### src/rtl/alias_regbank_pkg.sv
package alias_regbank_pkg;
   // Word view selected by address bits [3:2] inside a 16-byte slot
   typedef enum logic [1:0] {
      VW_PLAIN = 2'd0,
      VW_SET   = 2'd1,
      VW_CLR   = 2'd2,
      VW_TOG   = 2'd3
   } view_e;

   localparam int SLOT_LSB = 4;   // slot number starts above the 16-byte slot
endpackage

### src/rtl/arb_addr_decode.sv
module arb_addr_decode
   import alias_regbank_pkg::*;
#(
   parameter int ADDR_W     = 8,
   parameter int NUM_REGS   = 4,
   parameter int IDX_W      = 2,
   parameter logic [NUM_REGS-1:0] ALIAS_EN = '1
) (
   input  logic [ADDR_W-1:0] addr,
   output logic              ok,
   output logic [IDX_W-1:0]  idx,
   output view_e             view
);
   localparam int SLOT_W = ADDR_W - SLOT_LSB;

   logic [SLOT_W-1:0] slot;
   logic              aligned;

   assign slot    = addr[ADDR_W-1:SLOT_LSB];
   assign aligned = (addr[1:0] == 2'b00);

   always_comb begin
      view = view_e'(addr[3:2]);
      idx  = '0;
      ok   = 1'b0;
      for (int i = 0; i < NUM_REGS; i++) begin
         if (int'(slot) == i) begin
            idx = IDX_W'(i);
            ok  = aligned && ((view == VW_PLAIN) || ALIAS_EN[i]);
         end
      end
   end
endmodule

### src/rtl/arb_reg_cell.sv
module arb_reg_cell
   import alias_regbank_pkg::*;
#(
   parameter int               DATA_W    = 32,
   parameter logic [DATA_W-1:0] RST_VAL  = '0,
   parameter logic [DATA_W-1:0] PROT     = '0,
   parameter bit               HAS_ALIAS = 1'b1
) (
   input  logic              clk,
   input  logic              rst,
   input  logic              wr_stb,
   input  view_e             op,
   input  logic [DATA_W-1:0] wdata,
   output logic [DATA_W-1:0] q
);
   logic [DATA_W-1:0] nxt;
   logic [DATA_W-1:0] plain_val;

   assign plain_val = (q & PROT) | (wdata & ~PROT);

   generate
      if (HAS_ALIAS) begin : g_full
         always_comb begin
            nxt = q;
            if (wr_stb) begin
               unique case (op)
                  VW_PLAIN: nxt = plain_val;
                  VW_SET:   nxt = q | wdata;
                  VW_CLR:   nxt = q & ~wdata;
                  VW_TOG:   nxt = q ^ (wdata & ~PROT);
               endcase
            end
         end
      end else begin : g_plain
         always_comb begin
            nxt = q;
            if (wr_stb && (op == VW_PLAIN)) nxt = plain_val;
         end
      end
   endgenerate

   always_ff @(posedge clk) begin
      if (rst) q <= RST_VAL;
      else     q <= nxt;
   end

   // unprotected bits follow a plain write
   p_plain_r2: assert property (@(posedge clk) disable iff (rst)
      (wr_stb && op == VW_PLAIN) |=> ((q ^ $past(wdata)) & ~PROT) == '0);

   // protected bits survive plain and toggle writes
   p_prot_r3: assert property (@(posedge clk) disable iff (rst)
      (wr_stb && (op == VW_PLAIN || op == VW_TOG)) |=> ((q ^ $past(q)) & PROT) == '0);

   // no strobe, no change
   p_hold_r8: assert property (@(posedge clk) disable iff (rst)
      !wr_stb |=> $stable(q));

   generate
      if (HAS_ALIAS) begin : g_alias_chk
         p_set_r4: assert property (@(posedge clk) disable iff (rst)
            (wr_stb && op == VW_SET) |=> ((q & $past(wdata)) == $past(wdata))
               && (((q ^ $past(q)) & ~$past(wdata)) == '0));
         p_clr_r5: assert property (@(posedge clk) disable iff (rst)
            (wr_stb && op == VW_CLR) |=> ((q & $past(wdata)) == '0)
               && (((q ^ $past(q)) & ~$past(wdata)) == '0));
         p_tog_r6: assert property (@(posedge clk) disable iff (rst)
            (wr_stb && op == VW_TOG) |=> (q ^ $past(q)) == ($past(wdata) & ~PROT));
      end
   endgenerate
endmodule

### src/rtl/arb_read_port.sv
module arb_read_port #(
   parameter int DATA_W   = 32,
   parameter int NUM_REGS = 4,
   parameter int IDX_W    = 2
) (
   input  logic                       clk,
   input  logic                       rst,
   input  logic                       rd_en,
   input  logic                       wr_en,
   input  logic                       ok,
   input  logic [IDX_W-1:0]           idx,
   input  logic [NUM_REGS*DATA_W-1:0] regs_flat,
   output logic [DATA_W-1:0]          rd_data,
   output logic                       bus_err
);
   logic [DATA_W-1:0] sel;

   always_comb begin
      sel = '0;
      for (int i = 0; i < NUM_REGS; i++) begin
         if (int'(idx) == i) sel = regs_flat[i*DATA_W +: DATA_W];
      end
   end

   always_ff @(posedge clk) begin
      if (rst) begin
         rd_data <= '0;
         bus_err <= 1'b0;
      end else begin
         rd_data <= (rd_en && ok) ? sel : '0;
         bus_err <= (rd_en || wr_en) && !ok;
      end
   end
endmodule

### src/rtl/alias_regbank.sv
module alias_regbank
   import alias_regbank_pkg::*;
#(
   parameter int DATA_W   = 32,
   parameter int NUM_REGS = 4,
   parameter int ADDR_W   = 8,
   parameter logic [NUM_REGS*DATA_W-1:0] RESET_VALS =
      {32'hA5A5_0000, 32'h0000_0000, 32'h1234_5678, 32'h0000_00FF},
   parameter logic [NUM_REGS-1:0] ALIAS_EN = 4'b1011,
   parameter logic [NUM_REGS*DATA_W-1:0] PROT_MASK =
      {32'hF000_0000, 32'h0000_0000, 32'h0000_FF00, 32'h0000_0000}
) (
   input  logic                       clk,
   input  logic                       rst,
   input  logic                       wr_en,
   input  logic                       rd_en,
   input  logic [ADDR_W-1:0]          addr,
   input  logic [DATA_W-1:0]          wdata,
   output logic [DATA_W-1:0]          rd_data,
   output logic                       bus_err,
   output logic [NUM_REGS*DATA_W-1:0] regs_o
);
   localparam int IDX_W = (NUM_REGS > 1) ? $clog2(NUM_REGS) : 1;

   generate
      if (DATA_W < 1) begin : g_bad_width
         $error("alias_regbank: DATA_W must be positive");
      end
      if (ADDR_W <= SLOT_LSB) begin : g_bad_addr
         $error("alias_regbank: ADDR_W must exceed the slot offset bits");
      end else if (NUM_REGS < 1 || NUM_REGS > (1 << (ADDR_W - SLOT_LSB))) begin : g_bad_count
         $error("alias_regbank: NUM_REGS does not fit the address space");
      end
   endgenerate

   logic             dec_ok;
   logic [IDX_W-1:0] dec_idx;
   view_e            dec_view;

   arb_addr_decode #(
      .ADDR_W(ADDR_W), .NUM_REGS(NUM_REGS), .IDX_W(IDX_W), .ALIAS_EN(ALIAS_EN)
   ) u_decode (
      .addr(addr), .ok(dec_ok), .idx(dec_idx), .view(dec_view)
   );

   generate
      for (genvar g = 0; g < NUM_REGS; g++) begin : g_cell
         logic stb;
         assign stb = wr_en && dec_ok && (int'(dec_idx) == g);
         arb_reg_cell #(
            .DATA_W   (DATA_W),
            .RST_VAL  (RESET_VALS[g*DATA_W +: DATA_W]),
            .PROT     (PROT_MASK[g*DATA_W +: DATA_W]),
            .HAS_ALIAS(ALIAS_EN[g])
         ) u_cell (
            .clk(clk), .rst(rst), .wr_stb(stb), .op(dec_view),
            .wdata(wdata), .q(regs_o[g*DATA_W +: DATA_W])
         );
      end
   endgenerate

   arb_read_port #(
      .DATA_W(DATA_W), .NUM_REGS(NUM_REGS), .IDX_W(IDX_W)
   ) u_rdport (
      .clk(clk), .rst(rst), .rd_en(rd_en), .wr_en(wr_en), .ok(dec_ok),
      .idx(dec_idx), .regs_flat(regs_o), .rd_data(rd_data), .bus_err(bus_err)
   );

   // a rejected access flags an error in the next cycle
   p_err_pulse_r9: assert property (@(posedge clk) disable iff (rst)
      ((wr_en || rd_en) && !dec_ok) |=> bus_err);

   // no rejected access, no error in the next cycle
   p_err_single_r10: assert property (@(posedge clk) disable iff (rst)
      !((wr_en || rd_en) && !dec_ok) |=> !bus_err);

   // a rejected access leaves every register as it was
   p_bad_still_r8: assert property (@(posedge clk) disable iff (rst)
      ((wr_en || rd_en) && !dec_ok) |=> $stable(regs_o));

   // an accepted read returns the selected register as it was at the strobe
   p_rd_view_r7: assert property (@(posedge clk) disable iff (rst)
      (rd_en && dec_ok) |=>
         rd_data == DATA_W'($past(regs_o) >> (DATA_W * int'($past(dec_idx)))));
endmodule

### config.mk
export PLATFORM = sky130hd
export DESIGN_NAME = alias_regbank
export DESIGN_NICKNAME = d
export VERILOG_FILES = /design/src/rtl/alias_regbank_pkg.sv /design/src/rtl/arb_addr_decode.sv /design/src/rtl/arb_reg_cell.sv /design/src/rtl/arb_read_port.sv /design/src/rtl/alias_regbank.sv
export SDC_FILE = /design/constraint.sdc
export NUM_CORES = 1
export LEC_CHECK = 0
export BUFFER_PORTS_ARGS = -buffer_cell sky130_fd_sc_hd__clkbuf_2
export CORE_MARGIN = 3
export CORE_UTILIZATION = 50
export DETAILED_ROUTE_END_ITERATION = 6
export HOLD_SLACK_MARGIN = 0.1
export PLACE_DENSITY_LB_ADDON = 0.12
export SLEW_MARGIN = 25
export SYNTH_ARGS = -nofsm -noshare
export SYNTH_HDL_FRONTEND = slang
export SYNTH_SLANG_ARGS = --single-unit
export TNS_END_PERCENT = 20
### constraint.sdc
create_clock -name clk -period 3.65 [get_ports clk]
set_input_delay 0.1825 -clock clk [delete_from_list [all_inputs] [get_ports clk]]
set_output_delay 0.1825 -clock clk [all_outputs]
set_load 0.01 [all_outputs]
==> qor.yml <==
sta:
  period_needed_ns: 2.17
  finalClockSkew_ns: 0.0105
  rsz0062_at_grt: "false"
  fmax_ghz: 0.460
  setup_viol: 0
  slew_violations: 0
  fin_crit_sh_pct: 59.5
  hold_violations: 0
  max_slew_margin_pct: 33.1
  timing.hold.ws_ns: 0.179
  setup_tns_ns: 0
  tightest_slew_ns: 1.00
  fin_ws_ns: 1.48
worst_setup_path:
  critPathArrivalTime_ns: 2.55
  cp.buffers_inverters: 2
  cp_max_fo: 34
  start_kind: "primary input"
  crit_family: "simple AND/OR/NAND/NOR gates"
  critPathMaxStageDelay_ns: 0.69
  end_kind: "flip-flop"
  crit_start: "addr[5]"
  cp-endpoint: "g_cell[3].u_cell.q[18]$_SDFFE_PP1P_"
  r2r_end: "g_cell[0].u_cell.q[19]$_SDFFE_PP0P_"
  r2r_start: "g_cell[0].u_cell.q[19]$_SDFFE_PP0P_"
  cp.depth: 6
  cp_slowest_cell: "nand3_2"
  ff2ff_setup_slack_ns: 2.02
  rr_worst_depth: 5
  cp.required_ns: 4.02
  path_class: "in -> reg"
  worstPathCellList: "clkbuf_2 -> and4bb_2 -> nand3_2 -> buf_4 -> a211oi_1 -> a211o_1"
power_and_ir_drop:
  switching_share_pct: 27.8
  combPwrFrac_pct: 13.0
  power_mw: 4.18
  pwr_density_cell_nw_per_um2: 324
  intPower_mw: 3.02
  peakVddDrop_mv: 0.292
  switchingPower_mw: 1.16
  p_clk_share_pct: 44.5
  pwr-share-seq_pct: 42.5
  p_leak_nw: 6.07
synthesis:
  syn_inst: 1188
  postSynthAreaPerCell_um2: 9.09
  synth_top_area_share_pct: 29.8
  yosysSeqAreaShare_pct: 29.8
  netlist_area_um2: 10800
  yosysWarnings: 0
  synth_edf_count: 0
  yosysTopAreaCell: "dfxtp_1"
  ys_types: 35
  async_flop_share_pct: 0
  ys_ff_latch: 161
  synthTopCellsByArea: "dfxtp_1 30%, ha_1 19%, a211oi_1 7.5%, mux4_2 7.1%, inv_1 5.2%"
  synth_fp_nets: 1400
  synth-main-ff-cell: "dfxtp_1"
floorplanning:
  dieWidth_um: 153
  start_util_pct: 51.1
  core_area_um2: 21200
  ios: 205
  row_count: 53
  die_area_um2: 23400
  die_y_um: 153
drt:
  avgViaCountPerCell: 5.73
  wl_per_cell_um: 18.6
  drcViolationCount: 0
  vias: 9478
  drt_iter0_drc: 585
  final_antenna_net_count: 0
  firstDrtPassIters: 5
  routed_wirelength_um: 30800
clock_tree:
  holdBufCountCts: 33
  path_clk_slew_ns: 0.07
  cts_max_level: 4
  cts_resized: 0
  cts_buffer_depth: 2
  clock_sinks: 161
  tritoncts: "yes"
  clkLatencyLatePin_ns: 0.44
  root_buffer: "clkbuf_16"
  cts_inserted_buffers: 17
  cts_setup_buffers: 0
final_layout:
  mostFrequentLayoutCells: "201 x clkbuf_2, 168 x ha_1, 161 x dfxtp_1"
  fin_util_pct: 60.9
  syn_to_final_growth_pct: 19.4
  diodes: 0
  nets: 1577
  drive_gt1_share_pct: 22.9
  stdcell_area_um2: 12900
  fin_cells: 1653
  layout_commonest_cell: "clkbuf_2"
grt:
  grt_first_pass_wirelength_um: 50000
  grt_max_degree: 95
  overflow: 0
  grt_use_total_pct: 26.0
  antenna_found_initial: 0
  grt_pass1_vias: 9142
flow_run:
  max_cap_viol_count: 0
hold_path:
  min_path_type: "in -> reg"
place:
  gp_congestion: 0.768
  placedCellCount: 1588
  port_buffers: 204
  dpl.hpwl_um: 19800
  preCtsSetupSlack_ns: 1.06
  dpl_cell_area_um2: 12000
status:
  status: "completed"
[power by group through the flow]
stage                     clock network, mW  registers [mW]  logic [mW]
after global placement                    0            1.82       0.500
after detailed placement                  0            1.82       0.511
after CTS                              1.90            1.78       0.542
after floorplan                           0            1.82       0.363
after global routing                   1.96            1.78       0.607
final                                  1.86            1.78       0.543
[cells by family (layout without fill, tap and decap cells)]
| kind of cell | count (synthesis) | after routing | share of synthesized area (%) |
|---|---|---|---|
| simple gates | 225 | 225 | 9.93 |
| flops | 161 | 161 | 29.8 |
| buf+inv | 248 | 438 | 8.94 |
| fa+ha+maj | 168 | 168 | 19.5 |
| mux | 66 | 66 | 10.1 |
| compound gates | 320 | 320 | 21.8 |
[cell type report]
| class | count | area, µm² |
|---|---|---|
| Clock inverter | 15 | 169 |
| Tap cell | 275 | 344 |
| Fill cell | 1885 | 8260 |
| Sequential cell | 161 | 3220 |
| Timing Repair Buffer | 255 | 1510 |
| Multi-Input combinational cell | 779 | 6650 |
| Inverter | 151 | 567 |
| Clock buffer | 17 | 425 |
[metal layers]
metal	global-route usage (%)	up-vias	wire length (µm)
li1	-	4632	-
met1	36.2	4545	14200
met2	42.2	269	14300
met3	4.87	32	1830
met4	6.15	0	429
met5	0	-	0
[cells in the mapped netlist, types with 3 or more instances]
| library cell | number |
|---|---|
| a2111oi_0 | 10 |
| a2111oi_2 | 11 |
| a211o_1 | 50 |
| a211oi_1 | 108 |
| a21oi_1 | 53 |
| buf_1 | 11 |
| buf_2 | 25 |
| clkbuf_1 | 60 |
| dfxtp_1 | 161 |
| ha_1 | 168 |
| inv_1 | 151 |
| mux2i_1 | 32 |
| mux4_2 | 34 |
| nand2_1 | 33 |
| nand3_1 | 11 |
| nand3b_1 | 3 |
| nor2_1 | 98 |
| nor2b_1 | 19 |
| nor3_1 | 42 |
| nor4_1 | 6 |
| o211ai_1 | 29 |
| o21ai_0 | 6 |
| o22ai_1 | 51 |
[worst reg2reg max path: stages (launching register included)]
cell and delay (ns):
dfxtp_1 0.44, inv_1 0.10, ha_1 0.27, mux4_2 0.46, nor3_1 0.15, a211oi_1 0.07
[state kept, by name, summed over array words and instances (netlist names), named ones only]
register	count
g_cell.u_cell.q	116
u_rdport.rd_data	32
u_rdport.bus_err	1
[worst min-delay path by stage]
stage / startpoint / to / slack [ns] / depth (start not counted)
6_report: wr_en / u_rdport.bus_err$_SDFF_PP0_ / 0.18 / 3
3_5_place_dp: wdata[0] / g_cell[2].u_cell.q[0]$_SDFFE_PP0P_ / 0.45 / 3
4_1_cts: wr_en / u_rdport.bus_err$_SDFF_PP0_ / 0.15 / 3
2_1_floorplan: wdata[0] / g_cell[2].u_cell.q[0]$_SDFFE_PP0P_ / 0.33 / 2
5_1_grt: wr_en / u_rdport.bus_err$_SDFF_PP0_ / 0.25 / 3
3_3_place_gp: wdata[3] / g_cell[2].u_cell.q[3]$_SDFFE_PP0P_ / 0.45 / 3
Note: power is estimated with default switching activity, not from simulation.
